--- src/rtl/pulse_rx_pkg.sv ---
package pulse_rx_pkg;
  typedef enum logic [1:0] {
    DIG_ZERO = 2'b00,
    DIG_ONE  = 2'b01,
    DIG_OPEN = 2'b10
  } digit_e;
endpackage

--- src/rtl/prx_sync.sv ---
module prx_sync #(
  parameter int unsigned STAGES = 2
) (
  input  logic clk_i,
  input  logic rst_ni,
  input  logic d_i,
  output logic q_o
);
  logic [STAGES-1:0] sr_q;

  generate
    if (STAGES == 1) begin : g_one
      always_ff @(posedge clk_i or negedge rst_ni)
        if (!rst_ni) sr_q <= '0;
        else         sr_q <= d_i;
    end else begin : g_multi
      always_ff @(posedge clk_i or negedge rst_ni)
        if (!rst_ni) sr_q <= '0;
        else         sr_q <= {sr_q[STAGES-2:0], d_i};
    end
  endgenerate

  assign q_o = sr_q[STAGES-1];
endmodule

--- src/rtl/prx_width_sampler.sv ---
module prx_width_sampler #(
  parameter int unsigned SAMPLE_DLY = 8
) (
  input  logic clk_i,
  input  logic rst_ni,
  input  logic line_i,
  input  logic rise_i,
  output logic sym_vld_o,
  output logic sym_long_o
);
  localparam int unsigned CW = $clog2(SAMPLE_DLY + 1);
  localparam logic [CW-1:0] SAMPLE_AT = CW'(SAMPLE_DLY);

  logic          active_q;
  logic [CW-1:0] cnt_q;

  always_ff @(posedge clk_i or negedge rst_ni) begin
    if (!rst_ni) begin
      active_q <= 1'b0;
      cnt_q    <= '0;
    end else if (rise_i) begin
      active_q <= 1'b1;
      cnt_q    <= CW'(1);
    end else if (active_q) begin
      if (cnt_q == SAMPLE_AT) active_q <= 1'b0;
      else                    cnt_q    <= cnt_q + CW'(1);
    end
  end

  // one delayed sample decides the width
  assign sym_vld_o  = active_q && (cnt_q == SAMPLE_AT);
  assign sym_long_o = line_i;

  AST_SAMPLE_SINGLE: assert property (@(posedge clk_i) disable iff (!rst_ni)
    sym_vld_o |=> !sym_vld_o);
  AST_SAMPLE_AFTER_RISE: assert property (@(posedge clk_i) disable iff (!rst_ni)
    rise_i |=> !sym_vld_o);
endmodule

--- src/rtl/prx_pair_decoder.sv ---
module prx_pair_decoder
  import pulse_rx_pkg::*;
(
  input  logic       clk_i,
  input  logic       rst_ni,
  input  logic       sym_vld_i,
  input  logic       sym_long_i,
  input  logic       flush_i,
  output logic       digit_vld_o,
  output logic [1:0] digit_o,
  output logic       err_o
);
  logic   half_q, first_long_q;
  digit_e digit_q;

  always_ff @(posedge clk_i or negedge rst_ni) begin
    if (!rst_ni) begin
      half_q       <= 1'b0;
      first_long_q <= 1'b0;
      digit_vld_o  <= 1'b0;
      err_o        <= 1'b0;
      digit_q      <= DIG_ZERO;
    end else begin
      digit_vld_o <= 1'b0;
      err_o       <= 1'b0;
      if (flush_i) begin
        half_q <= 1'b0;
      end else if (sym_vld_i) begin
        if (!half_q) begin
          half_q       <= 1'b1;
          first_long_q <= sym_long_i;
        end else begin
          half_q <= 1'b0;
          if (!first_long_q && sym_long_i) begin
            err_o <= 1'b1;
          end else begin
            digit_vld_o <= 1'b1;
            if (!first_long_q)   digit_q <= DIG_ZERO;
            else if (sym_long_i) digit_q <= DIG_ONE;
            else                 digit_q <= DIG_OPEN;
          end
        end
      end
    end
  end

  assign digit_o = digit_q;

  AST_NO_ILLEGAL_CODE: assert property (@(posedge clk_i) disable iff (!rst_ni)
    digit_vld_o |-> digit_o != 2'b11);
  AST_VLD_ERR_EXCL: assert property (@(posedge clk_i) disable iff (!rst_ni)
    !(digit_vld_o && err_o));
  AST_ERR_PAIR_CLEAR: assert property (@(posedge clk_i) disable iff (!rst_ni)
    err_o |-> !half_q);
  AST_FLUSH_PAIR: assert property (@(posedge clk_i) disable iff (!rst_ni)
    flush_i |=> !half_q);
endmodule

--- src/rtl/prx_gap_timer.sv ---
module prx_gap_timer #(
  parameter int unsigned EOW_TICKS = 64,
  parameter int unsigned EOT_TICKS = 128
) (
  input  logic clk_i,
  input  logic rst_ni,
  input  logic line_i,
  input  logic edge_i,
  input  logic rise_i,
  output logic eow_o,
  output logic eot_o
);
  localparam int unsigned GW = $clog2(EOT_TICKS + 1);
  localparam logic [GW-1:0] GAP_MAX = GW'(EOT_TICKS);
  localparam logic [GW-1:0] EOW_AT  = GW'(EOW_TICKS - 1);
  localparam logic [GW-1:0] EOT_AT  = GW'(EOT_TICKS - 1);

  logic [GW-1:0] gap_q;
  logic          eow_arm_q, eot_arm_q;
  logic          quiet, eow_hit, eot_hit;

  assign quiet   = !line_i && !edge_i;
  assign eow_hit = eow_arm_q && quiet && (gap_q == EOW_AT);
  assign eot_hit = eot_arm_q && quiet && (gap_q == EOT_AT);

  always_ff @(posedge clk_i or negedge rst_ni) begin
    if (!rst_ni) begin
      gap_q     <= '0;
      eow_arm_q <= 1'b0;
      eot_arm_q <= 1'b0;
      eow_o     <= 1'b0;
      eot_o     <= 1'b0;
    end else begin
      if (!quiet)                gap_q <= '0;
      else if (gap_q != GAP_MAX) gap_q <= gap_q + GW'(1);
      // arms re-open only on a new rising edge
      if (rise_i)       eow_arm_q <= 1'b1;
      else if (eow_hit) eow_arm_q <= 1'b0;
      if (rise_i)       eot_arm_q <= 1'b1;
      else if (eot_hit) eot_arm_q <= 1'b0;
      eow_o <= eow_hit;
      eot_o <= eot_hit;
    end
  end

  AST_EOW_SINGLE: assert property (@(posedge clk_i) disable iff (!rst_ni)
    eow_o |=> !eow_o);
  AST_EOT_SINGLE: assert property (@(posedge clk_i) disable iff (!rst_ni)
    eot_o |=> !eot_o);
  AST_EOW_BEFORE_EOT: assert property (@(posedge clk_i) disable iff (!rst_ni)
    eot_o |-> !eow_arm_q);
  AST_GAP_RESTART: assert property (@(posedge clk_i) disable iff (!rst_ni)
    edge_i |=> gap_q == '0);
endmodule

--- src/rtl/pulse_symbol_rx.sv ---
module pulse_symbol_rx #(
  parameter int unsigned SYNC_STAGES = 2,
  parameter int unsigned SAMPLE_DLY  = 8,
  parameter int unsigned EOW_TICKS   = 64,
  parameter int unsigned EOT_TICKS   = 128
) (
  input  logic       clk_i,
  input  logic       rst_ni,
  input  logic       line_i,
  output logic       digit_vld_o,
  output logic [1:0] digit_o,
  output logic       err_o,
  output logic       eow_o,
  output logic       eot_o
);
  logic line_s, line_d_q, rise, line_edge;
  logic sym_vld, sym_long;

  prx_sync #(.STAGES(SYNC_STAGES)) u_sync (
    .clk_i, .rst_ni, .d_i(line_i), .q_o(line_s)
  );

  always_ff @(posedge clk_i or negedge rst_ni)
    if (!rst_ni) line_d_q <= 1'b0;
    else         line_d_q <= line_s;

  assign rise      = line_s && !line_d_q;
  assign line_edge = line_s ^ line_d_q;

  prx_width_sampler #(.SAMPLE_DLY(SAMPLE_DLY)) u_sampler (
    .clk_i, .rst_ni, .line_i(line_s), .rise_i(rise),
    .sym_vld_o(sym_vld), .sym_long_o(sym_long)
  );

  prx_pair_decoder u_pair (
    .clk_i, .rst_ni, .sym_vld_i(sym_vld), .sym_long_i(sym_long),
    .flush_i(eow_o), .digit_vld_o, .digit_o, .err_o
  );

  prx_gap_timer #(.EOW_TICKS(EOW_TICKS), .EOT_TICKS(EOT_TICKS)) u_gap (
    .clk_i, .rst_ni, .line_i(line_s), .edge_i(line_edge), .rise_i(rise),
    .eow_o, .eot_o
  );

  AST_EOW_EOT_EXCL: assert property (@(posedge clk_i) disable iff (!rst_ni)
    !(eow_o && eot_o));
  AST_EOW_ON_LOW: assert property (@(posedge clk_i) disable iff (!rst_ni)
    eow_o |-> $past(!line_s));
endmodule

--- config.mk ---
export PLATFORM = sky130hd
export DESIGN_NAME = pulse_symbol_rx
export DESIGN_NICKNAME = d
export VERILOG_FILES = /design/src/rtl/pulse_rx_pkg.sv /design/src/rtl/prx_sync.sv /design/src/rtl/prx_width_sampler.sv /design/src/rtl/prx_pair_decoder.sv /design/src/rtl/prx_gap_timer.sv /design/src/rtl/pulse_symbol_rx.sv
export SDC_FILE = /design/constraint.sdc
export NUM_CORES = 1
export LEC_CHECK = 0
export BUFFER_PORTS_ARGS = -buffer_cell sky130_fd_sc_hd__buf_2
export CORE_ASPECT_RATIO = 0.6
export CORE_MARGIN = 3
export CORE_UTILIZATION = 52
export CTS_CLUSTER_SIZE = 14
export DETAILED_ROUTE_END_ITERATION = 12
export PLACE_DENSITY = 0.72
export SYNTH_ARGS = -nofsm -noshare
export SYNTH_HDL_FRONTEND = slang
export SYNTH_HIERARCHICAL = 1
export SYNTH_SLANG_ARGS = --single-unit
--- constraint.sdc ---
create_clock -name clk_i -period 1.7 [get_ports clk_i]
set_clock_uncertainty 0.15 [all_clocks]
set_input_delay 0.17 -clock clk_i [delete_from_list [all_inputs] [get_ports clk_i]]
set_output_delay 0.17 -clock clk_i [all_outputs]
set_load 0.05 [all_outputs]
==> results of run 1 <==
-- timing repair --
action / CTS / global route
buffers inserted: 1 / 4
pin swaps: 2 / 6
setup endpoints to repair: 2 / 7
resized for setup: 5 / 8
hold endpoints to repair: 27 / 0
hold buffers: 2 / 0
-- path summary, 6_finish.rpt --
path                                          from  slack, ns             endpoint  cells after the start
worst max-delay path            u_sampler/cnt_q[0]       0.03  u_pair/first_long_q                      6
worst min-delay path                u_sync/sr_q[0]       0.22       u_sync/sr_q[1]                      0
worst max register to register  u_sampler/cnt_q[0]       0.03  u_pair/first_long_q                      6
worst min register to register      u_sync/sr_q[0]       0.22       u_sync/sr_q[1]                      0
max in group asynchronous                   rst_ni       0.76       u_gap/gap_q[4]                      2
min in group asynchronous                   rst_ni       0.26       u_gap/gap_q[2]                      2
-- metal layers --
| metal | vias to the layer above | track usage |
|---|---|---|
| li1 | 423 | - |
| met4 | 0 | 0.0474 |
| met5 | - | 0 |
| met3 | 4 | 0.0635 |
| met1 | 421 | 0.250 |
| met2 | 25 | 0.284 |
-- logic make-up (layout without fill, tap and decap cells) --
group,Yosys count,count (layout)
AND/OR/NAND/NOR,45,45
buffers and inverters,11,33
XOR/XNOR,5,5
multiplexers,3,3
adder cells (fa/ha/maj),5,5
AO/OA/AOI/OAI,16,16
flip-flops,26,26
-- area by class of cell --
| cell class | instances | area, µm² |
|---|---|---|
| clock buffers | 3 | 41.3 |
| clock inverters | 1 | 30.0 |
| fillers | 151 | 514 |
| inverters | 9 | 33.8 |
| multi-input cells | 74 | 572 |
| flip-flops and latches | 26 | 651 |
| well taps | 28 | 35.0 |
| repair buffers | 20 | 135 |
-- cells in the mapped netlist, types with 2 or more instances --
library cell  number  share of area
nand4_1            2          0.010
mux2i_1            2          0.017
xnor2_1            2          0.015
xor2_1             3          0.022
nand2b_1           3          0.016
nand2_1            6          0.019
nor3_1             4          0.017
nor2_1            10          0.031
inv_1              9          0.028
o21ai_1            2         0.0084
or3_1              3          0.016
ha_1               5          0.052
nor3b_1            2          0.013
nand3_1            4          0.017
a21oi_1            5          0.021
dfrtp_1           26           0.54
o21bai_1           2          0.013
-- sequential cells by signal, summed over array words and instances, names as in the netlist --
name / flops
line_d_q: 1
u_gap/eot_arm_q: 1
u_gap/eot_o: 1
u_gap/eow_arm_q: 1
u_gap/eow_o: 1
u_gap/gap_q: 8
u_pair/digit_o: 2
u_pair/digit_vld_o: 1
u_pair/err_o: 1
u_pair/first_long_q: 1
u_pair/half_q: 1
u_sampler/active_q: 1
u_sampler/cnt_q: 4
u_sync/sr_q: 2
-- worst register-to-register path: cells and delay by family, from the launching register on --
kind	cells	cell delay, ns
and+or+nand+nor	3	0.48
DFF	1	0.40
muxes	1	0.31
adders and majority gates	1	0.14
buffers and inverters	1	0.08
-- power breakdown --
| group | total, mW | switching (mW) | internal [mW] |
|---|---|---|---|
| combinational | 0.582 | 0.285 | 0.296 |
| sequential | 0.816 | 0.101 | 0.715 |
| clock | 0.509 | 0.194 | 0.315 |
| total | 1.91 | 0.580 | 1.33 |
-- stage by stage --
stage               std cells  TNS [ns]
finish                    161         0
global route              161   -0.0765
CTS                       157         0
detailed placement        150   -0.0435
global placement          150         0
floorplan                 111         0
==> results.sh, run 1 <==
export IMPL_status="complete, no violations"
export IMPL_cts_root_buf="clkbuf_8"
export IMPL_yosysSeqAreaShare=0.543
export IMPL_antenna_left=0
export IMPL_drt_iter0_drc=70
export IMPL_grt_antenna_before_repair=0
export IMPL_final_period_utilization=0.982
export IMPL_die_h_um=43.2
export IMPL_syn_inst=111
export IMPL_crit_buf_inv=1
export IMPL_synth_xor_area_frac=0.0365
export IMPL_end_kind="flip-flop"
export IMPL_place_congestion=0.785
export IMPL_ys_seq_elements=26
export IMPL_core_area_um2=2010
export IMPL_wl_met1_um=1080
export IMPL_clock_path_buffers=2
export IMPL_holdWs_ns=0.223
export IMPL_area_growth_pct=24.9
export IMPL_synth_compound_area_frac=0.0856
export IMPL_grt_overflow=0
export IMPL_met2_length_um=1090
export IMPL_slowest_delay_ns=0.40
export IMPL_grt_first_pass_wirelength_um=3880
export IMPL_htree_levels=1
export IMPL_max_cap_viol_count=0
export IMPL_final_common_cell="dfrtp_1"
export IMPL_cts_tree="yes"
export IMPL_clock_sinks=26
export IMPL_hpwl_um=1530
export IMPL_drt_first_pass_iters=4
export IMPL_postPlaceCellArea_um2=1310
export IMPL_clk_pin_slew_ns=0.09
export IMPL_cts_made_buffers=3
export IMPL_wirelength_um=2320
export IMPL_startpoint_type="flip-flop"
export IMPL_wl_per_cell_um=14.4
export IMPL_dp_worst_setup_slack_ns=-0.0356
export IMPL_grt_max_degree=27
export IMPL_final_setup_worst_slack_ns=0.0306
export IMPL_track_usage=0.186
export IMPL_dr_max_layer_used="met4"
export IMPL_finalPower_mw=1.91
export IMPL_nets=142
export IMPL_synth_edf_count=0
export IMPL_num_rows=12
export IMPL_max_freq_mhz=599
export IMPL_crit_top_cell="nor3b_4"
export IMPL_slew_headroom=0.629
export IMPL_yosys_area_share_adder=0.0522
export IMPL_required_ns=1.72
export IMPL_die_area_um2=2940
export IMPL_power_density_nw_per_um2=1270
export IMPL_async_flop_share=1.00
export IMPL_period_minus_slack_ns=1.67
export IMPL_start_util=0.596
export IMPL_synth_nets=119
export IMPL_clkLatencyLatePin_ns=0.27
export IMPL_layout_common_cells="dfrtp_1 (26), buf_4 (10), nor2_1 (9)"
export IMPL_fp_dieW_um=68.0
export IMPL_synthMuxAreaShare=0.0261
export IMPL_viasPerCell=5.42
export IMPL_syn_area_per_cell_um2=10.8
export IMPL_critPathTopFamily="simple AND/OR/NAND/NOR gates"
export IMPL_layout_drive_gt1_share=0.278
export IMPL_met3_length_um=130
export IMPL_synth_top_family_by_area="simple AND/OR/NAND/NOR gates"
export IMPL_path_cells="inv_2, ha_4, nand2_4, nor3b_4, nor3b_4, mux2_4"
export IMPL_n_antenna_cell=0
export IMPL_static_leakage_power_nw=0.710
export IMPL_worstSetupPathType="reg -> reg"
export IMPL_boundaryPins=9
export IMPL_drc=0
export IMPL_rsz0062_at_grt="yes"
export IMPL_finalSetupViolCount=0
export IMPL_cp_max_fo=3
export IMPL_fin_area_um2=1500
export IMPL_arrival_ns=1.69
export IMPL_ys_types=38
export IMPL_fin_util=0.744
export IMPL_grt_pass1_vias=843
export IMPL_numPortBuffers=8
export IMPL_ir_drop_mv=0.877
export IMPL_hold_viol=0
export IMPL_num_vias=873
export IMPL_synthSimpleGateAreaFrac=0.219
export IMPL_slew_violations=0
export IMPL_synth_ff_type="dfrtp_1"
export IMPL_cp_slowest_cell="dfrtp_1"
export IMPL_tightest_slew_ns=0.557
export IMPL_hp_class="reg -> reg"
export IMPL_yosys_warnings=6
export IMPL_synth_area_um2=1200
Power figures use the tool's default switching activity.
==> run 2, diff against run 1 <==
--- a/config.mk
+++ b/config.mk
@@ -12,6 +12,7 @@
 export CTS_CLUSTER_SIZE = 14
 export DETAILED_ROUTE_END_ITERATION = 12
 export PLACE_DENSITY = 0.72
+export REMOVE_ABC_BUFFERS = 1
 export SYNTH_ARGS = -nofsm -noshare
 export SYNTH_HDL_FRONTEND = slang
 export SYNTH_HIERARCHICAL = 1
==> run 2 against run 1 <==
Against the previous run: the flow now finishes with violations (setup timing); register-to-register slack worse by 0.04 ns; sequential cell count unchanged; non-clock buffer count down 2; clock-buffer cell count up 1; sequential share of layout area up 0.073 points; critical path depth down 1; final cell count down 1.2%; hold slack worse by 0.016 ns; critical path type unchanged; critical endpoint is now u_gap/eow_o; highest routed layer unchanged.
==> results.sh, run 2 (synthesis results as in run 1) <==
export IMPL_status="finished, violations left"
export IMPL_violations="setup timing"
export IMPL_numPortBuffers=8
export IMPL_num_vias=869
export IMPL_clkPwrFrac=0.225
export IMPL_largest_reg_flops=8
export IMPL_p_seq_frac=0.473
export IMPL_max_freq_mhz=586
export IMPL_slowest_delay_ns=0.43
export IMPL_arrival_ns=1.77
export IMPL_swShare=0.315
export IMPL_end_kind="flip-flop"
export IMPL_place_congestion=0.768
export IMPL_nets=140
export IMPL_cts_made_buffers=3
export IMPL_grt_overflow=0
export IMPL_cp_slowest_cell="or3_4"
export IMPL_worstSetupPathType="reg -> reg"
export IMPL_antenna_left=0
export IMPL_setup_tns_final_ns=-0.00786
export IMPL_p_comb_frac=0.302
export IMPL_hpwl_um=1680
export IMPL_cp_max_fo=4
export IMPL_slew_headroom=0.625
export IMPL_htree_levels=1
export IMPL_required_ns=1.76
export IMPL_area_growth_pct=24.7
export IMPL_rsz0062_at_grt="yes"
export IMPL_grt_first_pass_wirelength_um=3790
export IMPL_drc=0
export IMPL_hp_class="reg -> reg"
export IMPL_die_area_um2=2940
export IMPL_num_rows=12
export IMPL_max_cap_viol_count=0
export IMPL_critPathTopFamily="simple AND/OR/NAND/NOR gates"
export IMPL_clkLatencyLatePin_ns=0.27
export IMPL_grt_antenna_before_repair=0
export IMPL_cts_tree="yes"
export IMPL_power_switching_uw=542
export IMPL_hold_viol=0
export IMPL_internal_power_mw=1.18
export IMPL_core_area_um2=2010
export IMPL_start_util=0.596
export IMPL_path_cells="ha_4, inv_4, or3_4, nor4_4, and2_1"
export IMPL_layout_drive_gt1_share=0.290
export IMPL_clock_path_buffers=2
export IMPL_largest_register="u_gap/gap_q"
export IMPL_drt_first_pass_iters=4
export IMPL_ir_drop_mv=0.663
export IMPL_wl_per_cell_um=14.8
export IMPL_drt_iter0_drc=39
export IMPL_final_common_cell="dfrtp_1"
export IMPL_clk_pin_slew_ns=0.08
export IMPL_slew_violations=0
export IMPL_track_usage=0.177
export IMPL_fp_dieW_um=68.0
export IMPL_grt_pass1_vias=819
export IMPL_layout_common_cells="dfrtp_1 (26), nor2_1 (9), buf_2 (8), buf_4 (8), inv_1 (6)"
export IMPL_holdWs_ns=0.208
export IMPL_n_antenna_cell=0
export IMPL_startpoint_type="flip-flop"
export IMPL_final_setup_worst_slack_ns=-0.00630
export IMPL_wirelength_um=2350
export IMPL_die_h_um=43.2
export IMPL_grt_max_degree=27
export IMPL_static_leakage_power_nw=0.710
export IMPL_reg_top3="u_gap/gap_q x8, u_sampler/cnt_q x4"
export IMPL_tightest_slew_ns=0.563
export IMPL_power_density_nw_per_um2=1150
export IMPL_period_minus_slack_ns=1.71
export IMPL_cts_root_buf="clkbuf_8"
export IMPL_viasPerCell=5.47
export IMPL_clock_sinks=26
export IMPL_final_period_utilization=1.00
export IMPL_crit_buf_inv=1
export IMPL_finalSetupViolCount=2
export IMPL_boundaryPins=9
==> run 2: layout make-up <==
cell class	count	area (µm²)
multi-input combinational	74	598
inverter	9	36.3
timing repair buffer	18	120
sequential	26	651
tap	28	35.0
clock buffer	4	55.1
fill	126	517
==> run 2: routing by layer <==
layer / global-route usage / routed length (µm) / vias up
li1: - / - / 425
met5: 0 / 0 / -
met3: 0.0556 / 105 / 6
met1: 0.237 / 1170 / 422
met4: 0.0593 / 34 / 0
met2: 0.270 / 1040 / 16
==> run 2: worst register-to-register path: cells and delay by family, from the launching register on <==
| kind | cells | cell delay, ns |
|---|---|---|
| buf+inv | 1 | 0.03 |
| flops | 1 | 0.42 |
| fa+ha+maj | 1 | 0.29 |
| simple gates | 3 | 0.77 |
==> run 2: stage by stage <==
stage	worst slack (ns)	total power [mW]	std cells	instance area, µm²	utilization
final	-0.00630	1.72	159	1500	0.743
after global routing	-0.0875	1.84	159	1500	0.743
after CTS	-0.0000685	1.63	157	1410	0.699
after detailed placement	-0.0941	1.24	151	1310	0.650
after global placement	-0.0625	1.22	151	1310	0.650
after floorplan	-0.157	1.08	109	1190	-
==> run 2: repair_timing <==
action	CTS	global route
resized for setup	5	16
buffers inserted	0	2
hold endpoints to repair	27	0
hold buffers	2	0
pin swaps	1	8
setup endpoints to repair	5	8
==> run 2: path summary, 6_finish.rpt <==
kind | start | to | slack, ns | cells past startpoint
min in group asynchronous | rst_ni | u_pair/digit_vld_o | 0.28 | 2
worst min register to register | u_sync/sr_q[0] | u_sync/sr_q[1] | 0.21 | 0
max in group asynchronous | rst_ni | u_pair/first_long_q | 0.75 | 2
worst max register to register | u_sync/sr_q[1] | u_gap/eow_o | -0.006 | 5
worst min-delay path | u_sync/sr_q[0] | u_sync/sr_q[1] | 0.21 | 0
worst max-delay path | u_sync/sr_q[1] | u_gap/eow_o | -0.006 | 5
==> run 2: power by group through the flow <==
| stage | logic, mW | clock network, mW | registers [mW] |
|---|---|---|---|
| 2_1_floorplan | 0.235 | 0 | 0.844 |
| 3_3_place_gp | 0.419 | 0 | 0.799 |
| 3_5_place_dp | 0.438 | 0 | 0.802 |
| 4_1_cts | 0.446 | 0.394 | 0.793 |
| 5_1_grt | 0.581 | 0.425 | 0.832 |
| 6_report | 0.520 | 0.387 | 0.813 |
==> run 3, diff against run 2 <==
--- a/config.mk
+++ b/config.mk
@@ -6,13 +6,13 @@
 export NUM_CORES = 1
 export LEC_CHECK = 0
 export BUFFER_PORTS_ARGS = -buffer_cell sky130_fd_sc_hd__buf_2
-export CORE_ASPECT_RATIO = 0.6
 export CORE_MARGIN = 3
 export CORE_UTILIZATION = 52
 export CTS_CLUSTER_SIZE = 14
 export DETAILED_ROUTE_END_ITERATION = 12
 export PLACE_DENSITY = 0.72
 export REMOVE_ABC_BUFFERS = 1
+export SKIP_CTS_REPAIR_TIMING = 1
 export SYNTH_ARGS = -nofsm -noshare
 export SYNTH_HDL_FRONTEND = slang
 export SYNTH_HIERARCHICAL = 1
==> run 3 against run 2 <==
Against the previous run: critical path type unchanged; non-clock buffer count grew 1; sequential cell count is the same; cell area shrank 3.6%; hold slack gained 0.0061 ns; routed wire length shrank 6.5%; critical endpoint is now u_pair/digit_o[1]; the flow now finishes without violations; sequential power is essentially flat; clock power shrank 20%; power shrank 3.6%.
==> results.sh, run 3 (synthesis results as in run 1) <==
export IMPL_cp_slowest_cell="dfrtp_1"
export IMPL_clk_pin_slew_ns=0.13
export IMPL_ir_drop_mv=0.700
export IMPL_period_minus_slack_ns=1.69
export IMPL_reg2reg_depth=7
export IMPL_start_util=0.581
export IMPL_numPortBuffers=8
export IMPL_die_area_um2=2920
export IMPL_static_leakage_power_nw=0.691
export IMPL_fillCellCount=145
export IMPL_cts_tree="yes"
export IMPL_boundaryPins=9
export IMPL_core_area_um2=2060
export IMPL_finalSetupViolCount=0
export IMPL_max_cap_viol_count=0
export IMPL_drt_first_pass_iters=4
export IMPL_htree_levels=1
export IMPL_grt_overflow=0
export IMPL_grt_antenna_before_repair=0
export IMPL_cts_made_buffers=3
export IMPL_num_rows=16
export IMPL_num_vias=862
export IMPL_drt_iter0_drc=12
export IMPL_path_cells="inv_2, ha_4, nand2_4, nor3b_4, and3b_1, nand2_1, a22o_1"
export IMPL_largest_register="u_gap/gap_q"
export IMPL_clkLatencyLatePin_ns=0.32
export IMPL_layout_drive_gt1_share=0.265
export IMPL_hp_class="in -> async"
export IMPL_timing_rr_start="u_sampler/cnt_q[0]"
export IMPL_reg2reg_to="u_pair/digit_o[1]"
export IMPL_dp_worst_setup_slack_ns=-0.0957
export IMPL_hold_viol=0
export IMPL_final_setup_worst_slack_ns=0.0111
export IMPL_n_antenna_cell=0
export IMPL_slew_violations=0
export IMPL_rsz0062_at_grt="yes"
export IMPL_die_h_um=54.0
export IMPL_status="complete, no violations"
export IMPL_cts_root_buf="clkbuf_4"
export IMPL_startpoint_type="flip-flop"
export IMPL_antenna_left=0
export IMPL_final_period_utilization=0.993
export IMPL_worstSetupPathType="reg -> reg"
export IMPL_wl_per_cell_um=13.8
export IMPL_power_density_nw_per_um2=1150
export IMPL_track_usage=0.184
export IMPL_slew_headroom=0.616
export IMPL_finalPower_mw=1.66
export IMPL_grt_max_degree=27
export IMPL_place_congestion=0.710
export IMPL_slowest_delay_ns=0.42
export IMPL_reg_top3="u_gap/gap_q x8, u_sampler/cnt_q x4"
export IMPL_hpwl_um=1470
export IMPL_cp_max_fo=3
export IMPL_grt_first_pass_wirelength_um=3750
export IMPL_postPlaceCellArea_um2=1310
export IMPL_required_ns=1.77
export IMPL_arrival_ns=1.76
export IMPL_largest_reg_flops=8
export IMPL_final_common_cell="dfrtp_1"
export IMPL_cp_startpoint="u_sampler/cnt_q[0]"
export IMPL_wirelength_um=2200
export IMPL_clock_sinks=26
export IMPL_grt_pass1_vias=824
export IMPL_stdcell_count=159
export IMPL_viasPerCell=5.42
export IMPL_max_freq_mhz=592
export IMPL_area_growth_pct=20.3
export IMPL_clock_path_buffers=2
export IMPL_drc=0
export IMPL_layout_common_cells="dfrtp_1 (26), buf_4 (9), nor2_1 (9)"
export IMPL_placed_cells=150
export IMPL_r2r_slack_ns=0.01
export IMPL_tightest_slew_ns=0.576
export IMPL_fp_dieW_um=54.0
export IMPL_end_kind="flip-flop"
export IMPL_nets=141
export IMPL_fin_area_um2=1440
==> run 3: worst max path at each step <==
stage | endpoint | slack, ns | depth (start not counted)
2_1_floorplan | u_pair/first_long_q | -0.16 | 6
3_3_place_gp | u_pair/first_long_q | -0.06 | 6
3_5_place_dp | u_pair/first_long_q | -0.1 | 6
4_1_cts | u_pair/first_long_q | -0.11 | 6
5_1_grt | u_pair/digit_o[1] | -0.08 | 8
6_report | u_pair/digit_o[1] | 0.01 | 7
==> run 3: stage by stage <==
| step | TNS [ns] | hold WS [ns] | util |
|---|---|---|---|
| 4_1_cts | -0.259 | -0.318 | 0.651 |
| 5_1_grt | -0.160 | 0.226 | 0.699 |
| 3_3_place_gp | -0.0587 | 0.0431 | 0.633 |
| 3_5_place_dp | -0.192 | 0.0458 | 0.633 |
| 2_1_floorplan | -0.226 | -0.276 | - |
| 6_report | 0 | 0.214 | 0.699 |
==> run 3: area by class of cell <==
type / count / area [µm²] / share of cell area
clock buffer: 4 / 36.3 / 0.0252
inverter: 9 / 33.8 / 0.0234
multi-input combinational: 74 / 559 / 0.388
sequential: 26 / 651 / 0.451
tap: 27 / 33.8 / 0.0234
timing repair buffer: 19 / 128 / 0.0885
==> run 3: worst max-delay path, delay by kind of cell (launching register included) <==
kind / cells / cell delay (ns)
buffers and inverters: 1 / 0.09
flip-flops: 1 / 0.42
AND/OR/NAND/NOR: 4 / 0.56
adder cells (fa/ha/maj): 1 / 0.14
AO/OA/AOI/OAI: 1 / 0.25
==> run 3: report_power, final <==
part	switching [mW]	internal (mW)	leakage (nW)
Clock	0.177	0.131	0.0210
Sequential	0.0951	0.715	0.331
Combinational	0.265	0.278	0.339
Total	0.536	1.12	0.691
==> run 3: per-layer routing <==
| metal | track usage | wire, µm |
|---|---|---|
| met4 | 0.0705 | 27 |
| met5 | 0 | 0 |
| met3 | 0.0526 | 58 |
| met1 | 0.227 | 952 |
| met2 | 0.302 | 1160 |
